===== src/rtl/dram_seq_pkg.sv =====
package dram_seq_pkg;

  typedef enum logic [3:0] {
    ST_PWR_WAIT = 4'd0,
    ST_CKE_NOP  = 4'd1,
    ST_PRE_A    = 4'd2,
    ST_EXT_MODE = 4'd3,
    ST_MODE_DLL = 4'd4,
    ST_PRE_B    = 4'd5,
    ST_REF_A    = 4'd6,
    ST_REF_B    = 4'd7,
    ST_MODE_FIN = 4'd8,
    ST_IDLE     = 4'd9
  } step_e;

  typedef struct packed {
    logic cs_n;
    logic ras_n;
    logic cas_n;
    logic we_n;
  } cmd_t;

  localparam cmd_t CMD_DESEL = 4'b1111;
  localparam cmd_t CMD_NOP   = 4'b0111;
  localparam cmd_t CMD_PRE   = 4'b0010;
  localparam cmd_t CMD_AREF  = 4'b0001;
  localparam cmd_t CMD_MRS   = 4'b0000;

  // Address bit positions decoded by the memory
  localparam int PRE_ALL_BIT   = 10;
  localparam int DLL_RESET_BIT = 8;

endpackage


===== src/rtl/dram_step_ctrl.sv =====
module dram_step_ctrl
  import dram_seq_pkg::*;
#(
  parameter int PWR_CYC = 20000,
  parameter int T_RP    = 3,
  parameter int T_MRD   = 2,
  parameter int T_RFC   = 12
) (
  input  logic  clk,
  input  logic  rst_n,
  output step_e step,
  output logic  first
);
  localparam int MAX_A   = (PWR_CYC > T_RFC) ? PWR_CYC : T_RFC;
  localparam int MAX_B   = (T_RP > T_MRD) ? T_RP : T_MRD;
  localparam int MAX_LEN = (MAX_A > MAX_B) ? MAX_A : MAX_B;
  localparam int CNT_W   = $clog2(MAX_LEN + 1);

  step_e            step_q, step_d;
  logic [CNT_W-1:0] cnt_q, cnt_d;
  logic [CNT_W-1:0] len_m1;
  logic             last;

  // Length of each step, command cycle included
  always_comb begin
    unique case (step_q)
      ST_PWR_WAIT:                         len_m1 = CNT_W'(PWR_CYC - 1);
      ST_PRE_A, ST_PRE_B:                  len_m1 = CNT_W'(T_RP - 1);
      ST_EXT_MODE, ST_MODE_DLL,
      ST_MODE_FIN:                         len_m1 = CNT_W'(T_MRD - 1);
      ST_REF_A, ST_REF_B:                  len_m1 = CNT_W'(T_RFC - 1);
      default:                             len_m1 = '0;
    endcase
  end

  assign last = (cnt_q == len_m1);

  always_comb begin
    step_d = step_q;
    cnt_d  = cnt_q + 1'b1;
    if (step_q == ST_IDLE) begin
      cnt_d = '0;
    end else if (last) begin
      cnt_d  = '0;
      step_d = step_e'(step_q + 4'd1);
    end
  end

  always_ff @(posedge clk or negedge rst_n) begin
    if (!rst_n) begin
      step_q <= ST_PWR_WAIT;
      cnt_q  <= '0;
    end else begin
      step_q <= step_d;
      cnt_q  <= cnt_d;
    end
  end

  assign step  = step_q;
  assign first = (cnt_q == '0);

  assert_gap_bounded_R8: assert property (@(posedge clk) disable iff (!rst_n)
    cnt_q < CNT_W'(MAX_LEN));

  assert_order_forward_R4: assert property (@(posedge clk) disable iff (!rst_n)
    (step_q != ST_IDLE) |=> (step_q == $past(step_q)) ||
                            (step_q == step_e'($past(step_q) + 4'd1)));

  assert_idle_sticky_R13: assert property (@(posedge clk) disable iff (!rst_n)
    (step_q == ST_IDLE) |=> (step_q == ST_IDLE));

endmodule


===== src/rtl/dram_cmd_encode.sv =====
module dram_cmd_encode
  import dram_seq_pkg::*;
#(
  parameter int ADDR_W = 13,
  parameter int BA_W   = 2
) (
  input  step_e              step,
  input  logic               first,
  input  logic               dll_off,
  input  logic               drive_reduced,
  input  logic               cl3,
  input  logic               interleave,
  input  logic [2:0]         burst_code,
  output logic               cke,
  output cmd_t               cmd,
  output logic [BA_W-1:0]    ba,
  output logic [ADDR_W-1:0]  addr,
  output logic               ready
);
  logic [ADDR_W-1:0] mode_word;
  logic [ADDR_W-1:0] ext_word;
  logic [ADDR_W-1:0] pre_word;

  always_comb begin
    mode_word      = '0;
    mode_word[2:0] = burst_code;
    mode_word[3]   = interleave;
    mode_word[6:4] = cl3 ? 3'b011 : 3'b010;
    ext_word       = '0;
    ext_word[0]    = dll_off;
    ext_word[1]    = drive_reduced;
    pre_word       = '0;
    pre_word[PRE_ALL_BIT] = 1'b1;
  end

  always_comb begin
    cke   = 1'b1;
    cmd   = CMD_NOP;
    ba    = '0;
    addr  = '0;
    ready = 1'b0;
    unique case (step)
      ST_PWR_WAIT: begin
        cke = 1'b0;
        cmd = CMD_DESEL;
      end
      ST_PRE_A, ST_PRE_B: if (first) begin
        cmd  = CMD_PRE;
        addr = pre_word;
      end
      ST_EXT_MODE: if (first) begin
        cmd  = CMD_MRS;
        ba   = BA_W'(1);
        addr = ext_word;
      end
      ST_MODE_DLL: if (first) begin
        cmd  = CMD_MRS;
        addr = mode_word;
        addr[DLL_RESET_BIT] = 1'b1;
      end
      ST_MODE_FIN: if (first) begin
        cmd  = CMD_MRS;
        addr = mode_word;
      end
      ST_REF_A, ST_REF_B: if (first) begin
        cmd = CMD_AREF;
      end
      ST_IDLE: ready = 1'b1;
      default: ;
    endcase
  end

endmodule


===== src/rtl/dram_refresh_timer.sv =====
module dram_refresh_timer #(
  parameter int INTERVAL = 781
) (
  input  logic clk,
  input  logic rst_n,
  input  logic enable,
  input  logic ack,
  output logic req
);
  localparam int CW = $clog2(INTERVAL + 1);

  logic [CW-1:0] cnt_q, cnt_d;
  logic          req_q, req_d;
  logic          wrap;

  assign wrap = enable && (cnt_q == CW'(INTERVAL - 1));

  always_comb begin
    cnt_d = cnt_q;
    req_d = req_q;
    if (!enable)   cnt_d = '0;
    else if (wrap) cnt_d = '0;
    else           cnt_d = cnt_q + 1'b1;
    if (wrap)      req_d = 1'b1;
    else if (ack)  req_d = 1'b0;
  end

  always_ff @(posedge clk or negedge rst_n) begin
    if (!rst_n) begin
      cnt_q <= '0;
      req_q <= 1'b0;
    end else begin
      cnt_q <= cnt_d;
      req_q <= req_d;
    end
  end

  assign req = req_q;

  assert_req_sticky_R12: assert property (@(posedge clk) disable iff (!rst_n)
    (req_q && !ack) |=> req_q);

  assert_no_req_early_R11: assert property (@(posedge clk) disable iff (!rst_n)
    !enable |-> !req_q);

  assert_count_in_range_R11: assert property (@(posedge clk) disable iff (!rst_n)
    cnt_q < CW'(INTERVAL));

endmodule


===== src/rtl/dram_bringup_seq.sv =====
module dram_bringup_seq
  import dram_seq_pkg::*;
#(
  parameter int CYC_PER_US    = 100,
  parameter int PWRUP_US      = 200,
  parameter int T_RP_CYC      = 3,
  parameter int T_MRD_CYC     = 2,
  parameter int T_RFC_CYC     = 12,
  parameter int REF_WINDOW_US = 32000,
  parameter int REF_COUNT     = 4096,
  parameter int ADDR_W        = 13,
  parameter int BA_W          = 2
) (
  input  logic              clk,
  input  logic              rst_n,
  input  logic              mode_dll_off,
  input  logic              mode_drive_reduced,
  input  logic              mode_cl3,
  input  logic              mode_interleave,
  input  logic [2:0]        mode_burst_code,
  input  logic              refresh_ack,
  output logic              mem_cke,
  output logic              mem_cs_n,
  output logic              mem_ras_n,
  output logic              mem_cas_n,
  output logic              mem_we_n,
  output logic [BA_W-1:0]   mem_ba,
  output logic [ADDR_W-1:0] mem_addr,
  output logic              init_done,
  output logic              refresh_req
);
  localparam int PWR_CYC = CYC_PER_US * PWRUP_US;
  localparam int REF_INT = (CYC_PER_US * REF_WINDOW_US) / REF_COUNT;

  step_e             step;
  logic              first;
  logic              cke_d, ready_d;
  cmd_t              cmd_d;
  logic [BA_W-1:0]   ba_d;
  logic [ADDR_W-1:0] addr_d;

  logic              cke_q, ready_q;
  cmd_t              cmd_q;
  logic [BA_W-1:0]   ba_q;
  logic [ADDR_W-1:0] addr_q;

  dram_step_ctrl #(
    .PWR_CYC (PWR_CYC),
    .T_RP    (T_RP_CYC),
    .T_MRD   (T_MRD_CYC),
    .T_RFC   (T_RFC_CYC)
  ) u_steps (
    .clk   (clk),
    .rst_n (rst_n),
    .step  (step),
    .first (first)
  );

  dram_cmd_encode #(
    .ADDR_W (ADDR_W),
    .BA_W   (BA_W)
  ) u_encode (
    .step          (step),
    .first         (first),
    .dll_off       (mode_dll_off),
    .drive_reduced (mode_drive_reduced),
    .cl3           (mode_cl3),
    .interleave    (mode_interleave),
    .burst_code    (mode_burst_code),
    .cke           (cke_d),
    .cmd           (cmd_d),
    .ba            (ba_d),
    .addr          (addr_d),
    .ready         (ready_d)
  );

  // Output pin register
  always_ff @(posedge clk or negedge rst_n) begin
    if (!rst_n) begin
      cke_q   <= 1'b0;
      cmd_q   <= CMD_DESEL;
      ba_q    <= '0;
      addr_q  <= '0;
      ready_q <= 1'b0;
    end else begin
      cke_q   <= cke_d;
      cmd_q   <= cmd_d;
      ba_q    <= ba_d;
      addr_q  <= addr_d;
      ready_q <= ready_d;
    end
  end

  dram_refresh_timer #(
    .INTERVAL (REF_INT)
  ) u_refresh (
    .clk    (clk),
    .rst_n  (rst_n),
    .enable (ready_q),
    .ack    (refresh_ack),
    .req    (refresh_req)
  );

  assign mem_cke   = cke_q;
  assign mem_cs_n  = cmd_q.cs_n;
  assign mem_ras_n = cmd_q.ras_n;
  assign mem_cas_n = cmd_q.cas_n;
  assign mem_we_n  = cmd_q.we_n;
  assign mem_ba    = ba_q;
  assign mem_addr  = addr_q;
  assign init_done = ready_q;

  assert_cke_hold_R2: assert property (@(posedge clk) disable iff (!rst_n)
    cke_q |=> cke_q);

  assert_deselect_in_wait_R1: assert property (@(posedge clk) disable iff (!rst_n)
    !cke_q |-> cmd_q.cs_n);

  assert_done_hold_R10: assert property (@(posedge clk) disable iff (!rst_n)
    ready_q |=> (ready_q && cke_q));

  assert_idle_nop_R13: assert property (@(posedge clk) disable iff (!rst_n)
    ready_q |-> (cmd_q == CMD_NOP));

  assert_req_after_done_R11: assert property (@(posedge clk) disable iff (!rst_n)
    refresh_req |-> ready_q);

endmodule


===== config.mk =====
export PLATFORM = sky130hd
export DESIGN_NAME = dram_bringup_seq
export DESIGN_NICKNAME = d
export VERILOG_FILES = /design/src/rtl/dram_seq_pkg.sv /design/src/rtl/dram_step_ctrl.sv /design/src/rtl/dram_cmd_encode.sv /design/src/rtl/dram_refresh_timer.sv /design/src/rtl/dram_bringup_seq.sv
export SDC_FILE = /design/constraint.sdc
export NUM_CORES = 1
export LEC_CHECK = 0
export CELL_PAD_IN_SITES_DETAIL_PLACEMENT = 1
export CELL_PAD_IN_SITES_GLOBAL_PLACEMENT = 1
export CORE_MARGIN = 2
export CORE_UTILIZATION = 38
export CTS_BUF_LIST = sky130_fd_sc_hd__clkbuf_16
export DETAILED_ROUTE_END_ITERATION = 6
export PLACE_DENSITY_LB_ADDON = 0.1
export SETUP_SLACK_MARGIN = 0.3
export SLEW_MARGIN = 25
export SYNTH_ARGS = -nofsm -noshare
export SYNTH_HDL_FRONTEND = slang
export SYNTH_SLANG_ARGS = --single-unit
export TNS_END_PERCENT = 20

===== constraint.sdc =====
create_clock -name clk -period 2.12 [get_ports clk]
set_input_delay 0.318 -clock clk [delete_from_list [all_inputs] [get_ports clk]]
set_output_delay 0.318 -clock clk [all_outputs]
set_load 0.02 [all_outputs]

## Word-level counts from Yosys, hierarchy flattened

Memory sizes are Yosys's and may differ from the RTL's.
Index checks and enable logic that the tools add are counted.

- Output and inout bits: 22
- Bits of input ports: 10
- Register bits after elaboration: 51
- Memories kept: 1
- Bits in read-only memories: 144
- Word-level logic and storage cells: 55

Memories:

| memory | depth | bits a word | rd ports | clocked after Yosys merged registers in | wr ports | RTL line | text |
|---|---|---|---|---|---|---|---|
| (name not given) | 16 | 9 | 1 | 0 | 0 | dram_step_ctrl.sv:26 | `unique case (step_q)` |

- Reductions and logical operators: 8
- Equal/unequal tests: 10
- Bitwise operators: 1
- Muxes and demuxes: 20
- Add/sub/neg operators: 3

Operators by type and width:

| kind | number |
|---|---|
| 13-bit case mux with 4 select lines | 1 |
| 15-bit two-way mux | 2 |
| 10-bit two-way mux | 2 |
| 4-bit by 3-bit equality test with 1-bit output, second input constant | 4 |
| 4-bit case mux with 4 select lines | 1 |
| 15-bit by 1-bit adder with 15-bit output, second input constant | 1 |
| 15-bit equality test | 1 |
| 15-bit logical NOT | 1 |
| 11-bit two-way mux | 1 |
| 10-bit by 1-bit adder with 10-bit output, second input constant | 1 |
| 10-bit equality test, second input constant | 1 |
| 3-bit two-way mux | 3 |
| 9-bit two-way mux | 1 |
| 4-bit by 2-bit equality test with 1-bit output, second input constant | 2 |
| 4-bit equality test, second input constant | 2 |
| 7-bit two-way mux | 1 |
| 1-bit two-way mux | 6 |
| 4-bit by 1-bit adder with 4-bit output, second input constant | 1 |
| 4-bit logical NOT | 1 |
| 2-bit two-way mux | 2 |
| 2-bit OR reduction | 2 |
| 3-bit OR reduction | 1 |
| 2-bit AND reduction | 1 |
| 2-bit nonzero test | 1 |
| 2 further kinds | 2 |

## Depth between registers and ports, before layout

Gate-level depths: netlist (run 1).

- Depth in word-level cells: 4
- Gate-level depth with buffers: 8
- Gate-level depth less buffers: 7

## Hierarchy

A second synthesis (run 1) with hierarchy kept.

- Cells, all modules: 236
- Area total of the unflattened synthesis: 2556.2 um^2

By module, submodules not included:

| module | area an instance (um^2) | cells an instance | times used |
|---|---|---|---|
| dram_step_ctrl | 1181.1 | 122 | 1 |
| dram_refresh_timer | 560.5 | 54 | 1 |
| dram_bringup_seq | 530.5 | 21 | 1 |
| dram_cmd_encode | 284.0 | 39 | 1 |

## Worst setup path before layout (run 1)

OpenSTA, ideal clock, no wires.

- Path type: flip-flop to flip-flop
- Start point: register u_steps.step_q[0], in the netlist u_steps.step[0]
- End point: register u_steps.step_q[1], in the netlist u_steps.step[1]
- Arrival: 2.051 ns
- Setup slack: -0.056 ns
- Buffers on the path: 0
- Stages on the path, launching flop included: 8
- Cells stage by stage: dfrtp_1 > inv_1 > ha_1 > or2_1 > a311oi_2 > o22ai_2 > nor3_1 > mux2_2

- Word-level cells in the longest chain between the ends: 3
- Elaborated cells between the ends (all ways): 6

RTL lines:

| item | RTL line | text |
|---|---|---|
| start: declaration | dram_step_ctrl.sv:19 | `step_e step_q, step_d;` |
| start signal: assignment | dram_step_ctrl.sv:54 | `step_q <= step_d;` |
| memory read 16 x 9 bit or 4-bit equality test (tied branches) | - |  |
| 15-bit equality test or 1-bit NOT (tied branches) | - |  |
| 2-bit AND reduction (no line) | - |  |

Parallel ways exist; a longest one is shown, timed or not.
A chain may end at the register's enable or synchronous reset.

## Final worst setup path (run 1)

- Start point: register u_steps.step_q[0], in the netlist u_steps.step[0]
- End point: register u_steps.step_q[2], in the netlist u_steps.step[2]

The elaborated chain is that of the path after synthesis.

==> impl_metrics.ini, run 1 <==
[global_route]
grt_pass1_wl_um = 8980
grt.overflow.total = 0
antenna_found_initial = 0
grt_start_max_net_pins = 46
grt_pass1_vias = 1843
gr-usage-all-layers = 0.176

[cts]
cts_tree = built
clkSinkCount = 45
cts_root_buffer = clkbuf_16
clk_pin_slew_ps = 60
numCtsBuffers = 5
cts_hold_buf = 0
worst_skew_pair.late_latency_ps = 280
clock_path_buffers = 2
htree_levels = 2

[layout]
syn_to_final_growth_pct = 35.8
antenna_cells = 0
finalNonFillerCells = 360
multi_input_area_um2 = 1190
layout.nets = 303
final_common_cell = dfrtp_1
ff_latch_area_um2 = 1130
final_cell_mix = 40 x dfrtp_1, 30 x buf_4, 26 x nor2_1, 24 x clkdlybuf4s50_1, 17 x xor2_1
drive_gt1_frac = 0.267
num-fill-cells = 655

[power]
leakage_nw = 1.36
clockPowerShare = 0.453
swShare = 0.210
internal_power_mw = 1.30
ir_worst_vdd_v = 0.000391
p_sw_mw = 0.346
p_comb_frac = 0.026
finalPower_mw = 1.65
powerDensity_nw_per_um2 = 530
p_seq_frac = 0.521

[detailed_routing]
wl_um = 5590
antenna_left = 0
wl_met2_um = 2830
first_iter_violations = 77
drc_errors = 0
met3WireLength_um = 126
top_layer = met4
routed_via_density = 5.07
wl_met1_um = 2540
drtPass1Iterations = 4
vias = 1826
routedWlPerCell_um = 15.5

[placed_design]
port_buffers = 25
dp_hpwl_um = 3860
dpl.cell_count = 345
pre_cts_slack_ps = -25.9
place.gp.congestion = 0.772

[timing]
finalClockSkew_ps = 4.66
finalCriticalPeriod_ps = 2100
layout_setup_ws_ps = 16.8
fmax_mhz = 475
worst_slew_margin_rel = 0.610
min_period_over_period = 0.992
rsz0062_at_grt = true
slew_viol_final = 0
worst_pin_slew_ps = 585
setup_viol = 0
final-hold-violation-count = 0

[job]
cap_violations = 0

[yosys]
synth_cell_type_count = 45
async_flop_share = 1.00
syn_inst = 225
yosys_register_bits = 45
ys.flop_type = dfrtp_1
synth_enable_flop_cells = 0
ys_seq_area_frac = 0.494
syn_area_um2 = 2290
synth_area_per_cell_um2 = 10.2
ys_warn_count = 0

[floorplan]
io_pins = 32
die-area_um2 = 6660
die_height_um = 81.6
die_w_um = 81.6
rows = 28
core-area_um2 = 5890
start_util = 0.389

[worst_setup_path]
cp.arrival_ps = 2310
start_kind = flip-flop
crit_path_top_delay_cell = or4b_1
crit_type = flip-flop to flip-flop
cp_cell_sequence = inv_4 -> ha_4 -> or2_1 -> a311oi_2 -> o22ai_2 -> or4b_1 -> o21ai_1
end_kind = flip-flop
worstSetupPathDepth = 7
rr_worst_depth = 7
crit_family = simple AND/OR/NAND/NOR gates
required_ps = 2330
slowest_delay_ps = 520
crit_fanout = 5
path_buf_inv = 1

[outcome]
status = complete, no violations

[hold_path]
hold_path.class = input port to async pin
synthesized netlist by cell type (2+ instances only):
cell type	instances	share of area
ha_1	9	0.049
nor2_1	34	0.056
and3_1	10	0.027
o22ai_2	2	0.011
buf_4	8	0.026
dfrtp_1	41	0.45
and4_1	3	0.011
a32oi_1	2	0.0077
and2_1	4	0.011
nand4b_1	2	0.0077
o211ai_1	2	0.0066
nor3_1	5	0.011
nand4_1	6	0.016
xor2_1	17	0.065
mux2i_1	2	0.0087
o31ai_1	2	0.0066
o21ai_0	6	0.013
nand2b_1	2	0.0055
xnor2_1	6	0.023
inv_1	11	0.018
dfstp_2	4	0.046
nand3_1	9	0.020
nor2b_1	2	0.0055
nor4_1	3	0.0082
nand2_1	13	0.021
metrics by stage:
step	setup TNS (ps)	hold WS, ps	instance area [um^2]	utilization
6_report	0	114	3110	0.528
5_1_grt	-244	173	3110	0.528
4_1_cts	0	146	2980	0.506
3_5_place_dp	-38.7	447	2780	0.472
3_3_place_gp	0	441	2780	0.472
2_1_floorplan	0	22.4	2330	-
worst paths after layout:
kind / startpoint / end / slack (ps)
worst max-delay path: u_steps.step[0] / u_steps.step[2] / 20
worst min-delay path: rst_n / u_refresh.req / 110
worst max register to register: u_steps.step[0] / u_steps.step[2] / 20
worst min register to register: u_refresh.req / u_refresh.req / 540
max in group asynchronous: rst_n / u_steps.cnt_q[8] / 1570
min in group clk: u_refresh.req / u_refresh.req / 540
registers in the layout, indices dropped and copies added, names as in the netlist:
register         flops
mem_we_n             1
u_refresh.req        1
mem_cs_n             1
mem_ba               1
init_done            1
mem_ras_n            1
mem_addr             8
u_refresh.cnt_q     10
u_steps.cnt_q       15
mem_cke              1
mem_cas_n            1
u_steps.step         4
logic make-up (layout without fill, tap and decap cells):
kind of cell	Yosys count	in the layout	share of synthesized area
xor+xnor	23	23	0.0880
fa+ha+maj	9	9	0.0492
flops	45	45	0.494
compound gates	20	20	0.0661
simple gates	102	102	0.234
buf+inv	22	77	0.0530
mux	3	3	0.0137
other cells	1	6	0.00164
power by group through the flow:
stage / clock, mW / sequential, mW / combinational, mW
2_1_floorplan: 0 / 0.875 / 0.0178
3_3_place_gp: 0 / 0.875 / 0.0432
3_5_place_dp: 0 / 0.875 / 0.0442
4_1_cts: 0.769 / 0.859 / 0.0443
5_1_grt: 0.806 / 0.858 / 0.0493
6_report: 0.746 / 0.859 / 0.0428
cell type report:
class,instances,share of cell area
clock buffers,5,0.0402
clock inverters,3,0.00483
inverters,11,0.0141
multi-input cells,163,0.384
flip-flops and latches,45,0.364
well taps,75,0.0302
repair buffers,58,0.162
layer usage:
metal  up-vias  GRT usage
met3         8     0.0396
met1       922      0.230
li1        872          -
met4         0     0.0467
met5         -          0
met2        24      0.294
what timing repair did:
| item | CTS | global route |
|---|---|---|
| resized for setup | 7 | 25 |
| endpoints found under the setup margin | 31 | 30 |
| setup buffers | 4 | 3 |
| pin swaps | 4 | 4 |
Note: power is estimated with default switching activity, not from simulation.
==> run 2: changes to the inputs <==
--- a/config.mk
+++ b/config.mk
@@ -8,7 +8,7 @@
 export CELL_PAD_IN_SITES_DETAIL_PLACEMENT = 1
 export CELL_PAD_IN_SITES_GLOBAL_PLACEMENT = 1
 export CORE_MARGIN = 2
-export CORE_UTILIZATION = 38
+export CORE_UTILIZATION = 39
 export CTS_BUF_LIST = sky130_fd_sc_hd__clkbuf_16
 export DETAILED_ROUTE_END_ITERATION = 6
 export PLACE_DENSITY_LB_ADDON = 0.1
@@ -16,5 +16,6 @@
 export SLEW_MARGIN = 25
 export SYNTH_ARGS = -nofsm -noshare
 export SYNTH_HDL_FRONTEND = slang
+export SYNTH_HIERARCHICAL = 1
 export SYNTH_SLANG_ARGS = --single-unit
 export TNS_END_PERCENT = 20
==> impl_metrics.ini, run 2 <==
[global_route]
grt.overflow.total = 0
grt_pass1_wl_um = 9760
antenna_found_initial = 0
grt_pass1_vias = 2011
grt_start_max_net_pins = 52
gr-usage-all-layers = 0.168

[floorplan]
die-area_um2 = 7220
die_w_um = 85.0
io_pins = 32
core-area_um2 = 6350
die_height_um = 85.0
rows = 29
start_util = 0.403

[worst_setup_path]
cp.arrival_ps = 2370
path_buf_inv = 1
crit_fanout = 3
start_kind = flip-flop
cp_cell_sequence = inv_4 -> ha_4 -> nand2b_4 -> or4_4 -> a211o_4 -> nand4b_1 -> mux2_4
crit_path_top_delay_cell = dfrtp_2
crit_type = flip-flop to flip-flop
worstSetupPathDepth = 7
required_ps = 2290
r2r_setup_slack_ps = -80
crit_family = simple AND/OR/NAND/NOR gates
slowest_delay_ps = 430
rr_worst_depth = 7
end_kind = flip-flop

[job]
cap_violations = 0

[yosys]
synthTopCellsByArea = dfrtp_1 46%, ha_1 4.9%, nor2_1 4.4%
synth_area_per_cell_um2 = 10.8
syn_inst = 236
synth_enable_flop_cells = 0
synth_cell_type_count = 54
async_flop_share = 1.00
synth_top_area_share = 0.460
yosys_register_bits = 51
synth_top_area_cell = dfrtp_1
ys_seq_area_frac = 0.501
ys_warn_count = 6
yosysMostFrequentCell = dfrtp_1
yosys-top-cells-count = 47 x dfrtp_1, 30 x nor2_1, 12 x xnor2_1
ys.flop_type = dfrtp_1
syn_area_um2 = 2560

[layout]
largest_reg_flops = 15
syn_to_final_growth_pct = 33.9
layout.nets = 317
antenna_cells = 0
final_cell_mix = 46 x dfrtp_1, 30 x clkdlybuf4s50_1, 29 x buf_4, 27 x nor2_1, 10 x nand3_1
largest_register = u_steps/cnt_q
drive_gt1_frac = 0.268
num-fill-cells = 690
final_common_cell = dfrtp_1

[timing]
setup_viol = 10
fmax_mhz = 454
finalClockSkew_ps = 9.37
final.setup.tns_ps = -362
worst_pin_slew_ps = 664
rsz0062_at_grt = true
hold_ws_ps = 139
worst_slew_margin_rel = 0.558
layout_setup_ws_ps = -83.4
final-hold-violation-count = 0
slew_viol_final = 0
min_period_over_period = 1.04
finalCriticalPeriod_ps = 2200

[power]
powerDensity_nw_per_um2 = 544
ir_worst_vdd_v = 0.000299
finalPower_mw = 1.86
leakage_nw = 1.48

[placed_design]
dp_hpwl_um = 3980
place.gp.congestion = 0.799
port_buffers = 31

[detailed_routing]
drc_errors = 0
vias = 1940
routedWlPerCell_um = 15.7
drtPass1Iterations = 4
first_iter_violations = 48
wl_um = 5870
antenna_left = 0
routed_via_density = 5.17

[cts]
cts_tree = built
numCtsBuffers = 5
htree_levels = 2
cts_root_buffer = clkbuf_16
worst_skew_pair.late_latency_ps = 290
clkSinkCount = 51
clk_pin_slew_ps = 80
clock_path_buffers = 2

[outcome]
violations = setup timing
status = complete, but fails checks

[hold_path]
hold_path.class = input port to async pin
==> run 2: cell type report <==
class | instances | area (um^2) | share of cell area
flip-flops and latches | 51 | 1280 | 0.375
multi-input cells | 166 | 1270 | 0.372
inverters | 10 | 40.0 | 0.0117
clock buffers | 5 | 125 | 0.0365
repair buffers | 63 | 579 | 0.169
clock inverters | 3 | 26.3 | 0.00768
well taps | 77 | 96.3 | 0.0281
==> run 2: cells by family after synthesis <==
| logic type | count (synthesis) | synth area share |
|---|---|---|
| compound gates | 30 | 0.0842 |
| simple gates | 94 | 0.218 |
| other cells | 1 | 0.00147 |
| buf+inv | 24 | 0.0529 |
| mux | 5 | 0.0215 |
| xor+xnor | 21 | 0.0720 |
| flops | 51 | 0.501 |
| fa+ha+maj | 10 | 0.0489 |
==> run 2: final timing paths <==
kind / startpoint / endpoint
max in group asynchronous: rst_n / u_steps/step[1]
max reg2reg: u_steps/step[1] / u_steps/step[1]
min reg2reg: u_refresh/req / u_refresh/req
min in group clk: u_refresh/req / u_refresh/req
min: rst_n / u_refresh/cnt_q[6]
max: u_steps/step[1] / u_steps/step[1]
==> run 2: stage by stage <==
stage                util  setup WS (ps)  instance area (um^2)  instances
detailed placement  0.493          -75.9                  3130        362
finish              0.539          -83.4                  3420        375
CTS                 0.529          -62.0                  3360        372
global route        0.539           -124                  3420        375
floorplan               -           -121                  2610        241
global placement    0.493          -41.1                  3130        362
==> run 2: layer usage <==
metal / track usage / vias up / part of all wire / wire [um]
met5: 0 / - / 0 / 0
met4: 0.0433 / 0 / 0.010 / 60
met3: 0.0321 / 5 / 0.036 / 214
met2: 0.294 / 36 / 0.52 / 3070
met1: 0.212 / 974 / 0.43 / 2530
li1: - / 925 / - / -
==> run 2: power by group <==
| part | switching [mW] | leakage [nW] | internal, mW |
|---|---|---|---|
| Sequential | 0.00141 | 0.669 | 0.978 |
| Combinational | 0.0321 | 0.737 | 0.0246 |
| Clock | 0.376 | 0.0748 | 0.449 |
==> run 2: timing repair <==
item,CTS,global route
setup endpoints to repair,28,34
pin swaps,12,7
resized for setup,15,7
hold buffers,0,0
buffers inserted,2,2
gates cloned,0,1
==> run 3: changes to the inputs <==
--- a/config.mk
+++ b/config.mk
@@ -8,7 +8,7 @@
 export CELL_PAD_IN_SITES_DETAIL_PLACEMENT = 1
 export CELL_PAD_IN_SITES_GLOBAL_PLACEMENT = 1
 export CORE_MARGIN = 2
-export CORE_UTILIZATION = 39
+export CORE_UTILIZATION = 44
 export CTS_BUF_LIST = sky130_fd_sc_hd__clkbuf_16
 export DETAILED_ROUTE_END_ITERATION = 6
 export PLACE_DENSITY_LB_ADDON = 0.1
==> constraint.sdc (replaced) <==
create_clock -name clk -period 2.19 [get_ports clk]
set_input_delay 0.3285 -clock clk [delete_from_list [all_inputs] [get_ports clk]]
set_output_delay 0.3285 -clock clk [all_outputs]
set_load 0.02 [all_outputs]
==> impl_metrics.ini, run 3 (synthesis results as in run 2) <==
[outcome]
status = complete, but fails checks
violations = setup timing

[power]
ir_worst_vdd_v = 0.000313
leakage_nw = 1.39
powerDensity_nw_per_um2 = 539

[timing]
min_period_over_period = 1.04
slew_viol_final = 0
hold_ws_ps = 149
setup_viol = 18
fmax_mhz = 438
worst_slew_margin_rel = 0.564
rsz0062_at_grt = true
layout_setup_ws_ps = -90.6
final-hold-violation-count = 0
finalCriticalPeriod_ps = 2280
finalClockSkew_ps = 5.85
worst_pin_slew_ps = 653

[cts]
clkSinkCount = 51
clk_pin_slew_ps = 60
numCtsBuffers = 5
htree_levels = 2
clock_path_buffers = 2
cts_tree = built
cts_root_buffer = clkbuf_16
worst_skew_pair.late_latency_ps = 290

[worst_setup_path]
worst_r2r_endpoint = u_steps/step[1]
timing.rr.start = u_steps/step[0]
crit_fanout = 4
crit_type = flip-flop to flip-flop
start_kind = flip-flop
r2r_setup_slack_ps = -90
rr_worst_depth = 7
end_kind = flip-flop
cp.arrival_ps = 2450
required_ps = 2360

[layout]
final_cell_mix = 46 x dfrtp_1, 30 x clkdlybuf4s50_1, 28 x nor2_1, 17 x buf_4
fin_area_um2 = 3250
syn_to_final_growth_pct = 27.0
largest_reg_flops = 15
drive_gt1_frac = 0.206
layout.nets = 305
antenna_cells = 0
final_common_cell = dfrtp_1
largest_register = u_steps/cnt_q
num-fill-cells = 601
postLayoutCoreUtil = 0.582

[detailed_routing]
antenna_left = 0
routed_via_density = 5.22
first_iter_violations = 67
drtPass1Iterations = 4
routedWlPerCell_um = 15.9
vias = 1867
wl_um = 5700
drc_errors = 0

[floorplan]
die_w_um = 80.2
io_pins = 32
core-area_um2 = 5570
rows = 27
die-area_um2 = 6440
die_height_um = 80.2
start_util = 0.459

[placed_design]
place.gp.congestion = 0.793
port_buffers = 31
dp_hpwl_um = 3780
post_dp_cell_area_um2 = 3030
pre_cts_slack_ps = -69.0

[global_route]
grt_pass1_wl_um = 9560
grt_pass1_vias = 1974
grt.overflow.total = 0
gr-usage-all-layers = 0.194
grt_start_max_net_pins = 52
antenna_found_initial = 0

[job]
cap_violations = 0

[hold_path]
hold_path.class = input port to async pin
==> run 3: cell count changes in the layout (fill, tap and decap cells not counted), sizes merged <==
cell	change
clkinv	+1
buf	-11
inv	-1
clkbuf	-1
==> run 3: cell type report <==
class                   instances  area (um^2)  share of cell area
clock buffers                   5          125              0.0385
flip-flops and latches         51         1280               0.395
clock inverters                 3         16.3             0.00501
well taps                      72         90.1              0.0277
multi-input cells             166         1230               0.378
inverters                      10         40.0              0.0123
repair buffers                 51          467               0.144
==> run 3: power breakdown <==
group | switching (mW) | internal, mW | leakage (nW) | total, mW
clock network | 0.330 | 0.418 | 0.0726 | 0.747
registers | 0.00136 | 0.948 | 0.669 | 0.949
logic | 0.0304 | 0.0238 | 0.645 | 0.0541
==> run 3: worst max path at each step <==
stage	startpoint	to	slack, ps	cells past startpoint
after floorplan	u_steps/step[1]	u_steps/step[3]	-50	7
after global placement	u_steps/step[1]	u_steps/cnt_q[8]	10	9
after detailed placement	u_steps/step[0]	u_steps/cnt_q[8]	-70	9
after CTS	u_steps/step[0]	u_steps/cnt_q[12]	-70	9
after global routing	u_steps/step[0]	u_steps/cnt_q[3]	-130	9
final	u_steps/step[0]	u_steps/step[1]	-90	7
==> run 3: timing repair <==
| item | 4_1_cts | 5_1_grt |
|---|---|---|
| resized for setup | 7 | 7 |
| pin swaps | 5 | 6 |
| endpoints found under the setup margin | 27 | 28 |
| hold buffers | 0 | 0 |
| buffers inserted | 1 | 2 |
==> run 3: metrics by stage <==
step | power, mW | cells | TNS (ps)
3_3_place_gp | 1.02 | 347 | 0
6_report | 1.75 | 358 | -1130
2_1_floorplan | 0.983 | 241 | -51.4
3_5_place_dp | 1.02 | 347 | -759
5_1_grt | 1.82 | 358 | -2060
4_1_cts | 1.78 | 356 | -962
==> run 3: critical path, stage by stage (launching register included) <==
cell      delay, ps
dfrtp_1         430
inv_2           110
ha_4            150
nand2b_4         60
or4_4           420
a211o_1         370
nand4b_1        270
mux2_4          350
==> run 3: per-layer routing <==
metal  global-route usage  share of wire  up-vias  wire [um]
li1                     -              -      899          -
met1                0.250           0.45      917       2590
met2                0.321           0.49       39       2810
met3               0.0382          0.033       12        188
met4               0.0729          0.020        0        112
met5                    0              0        -          0
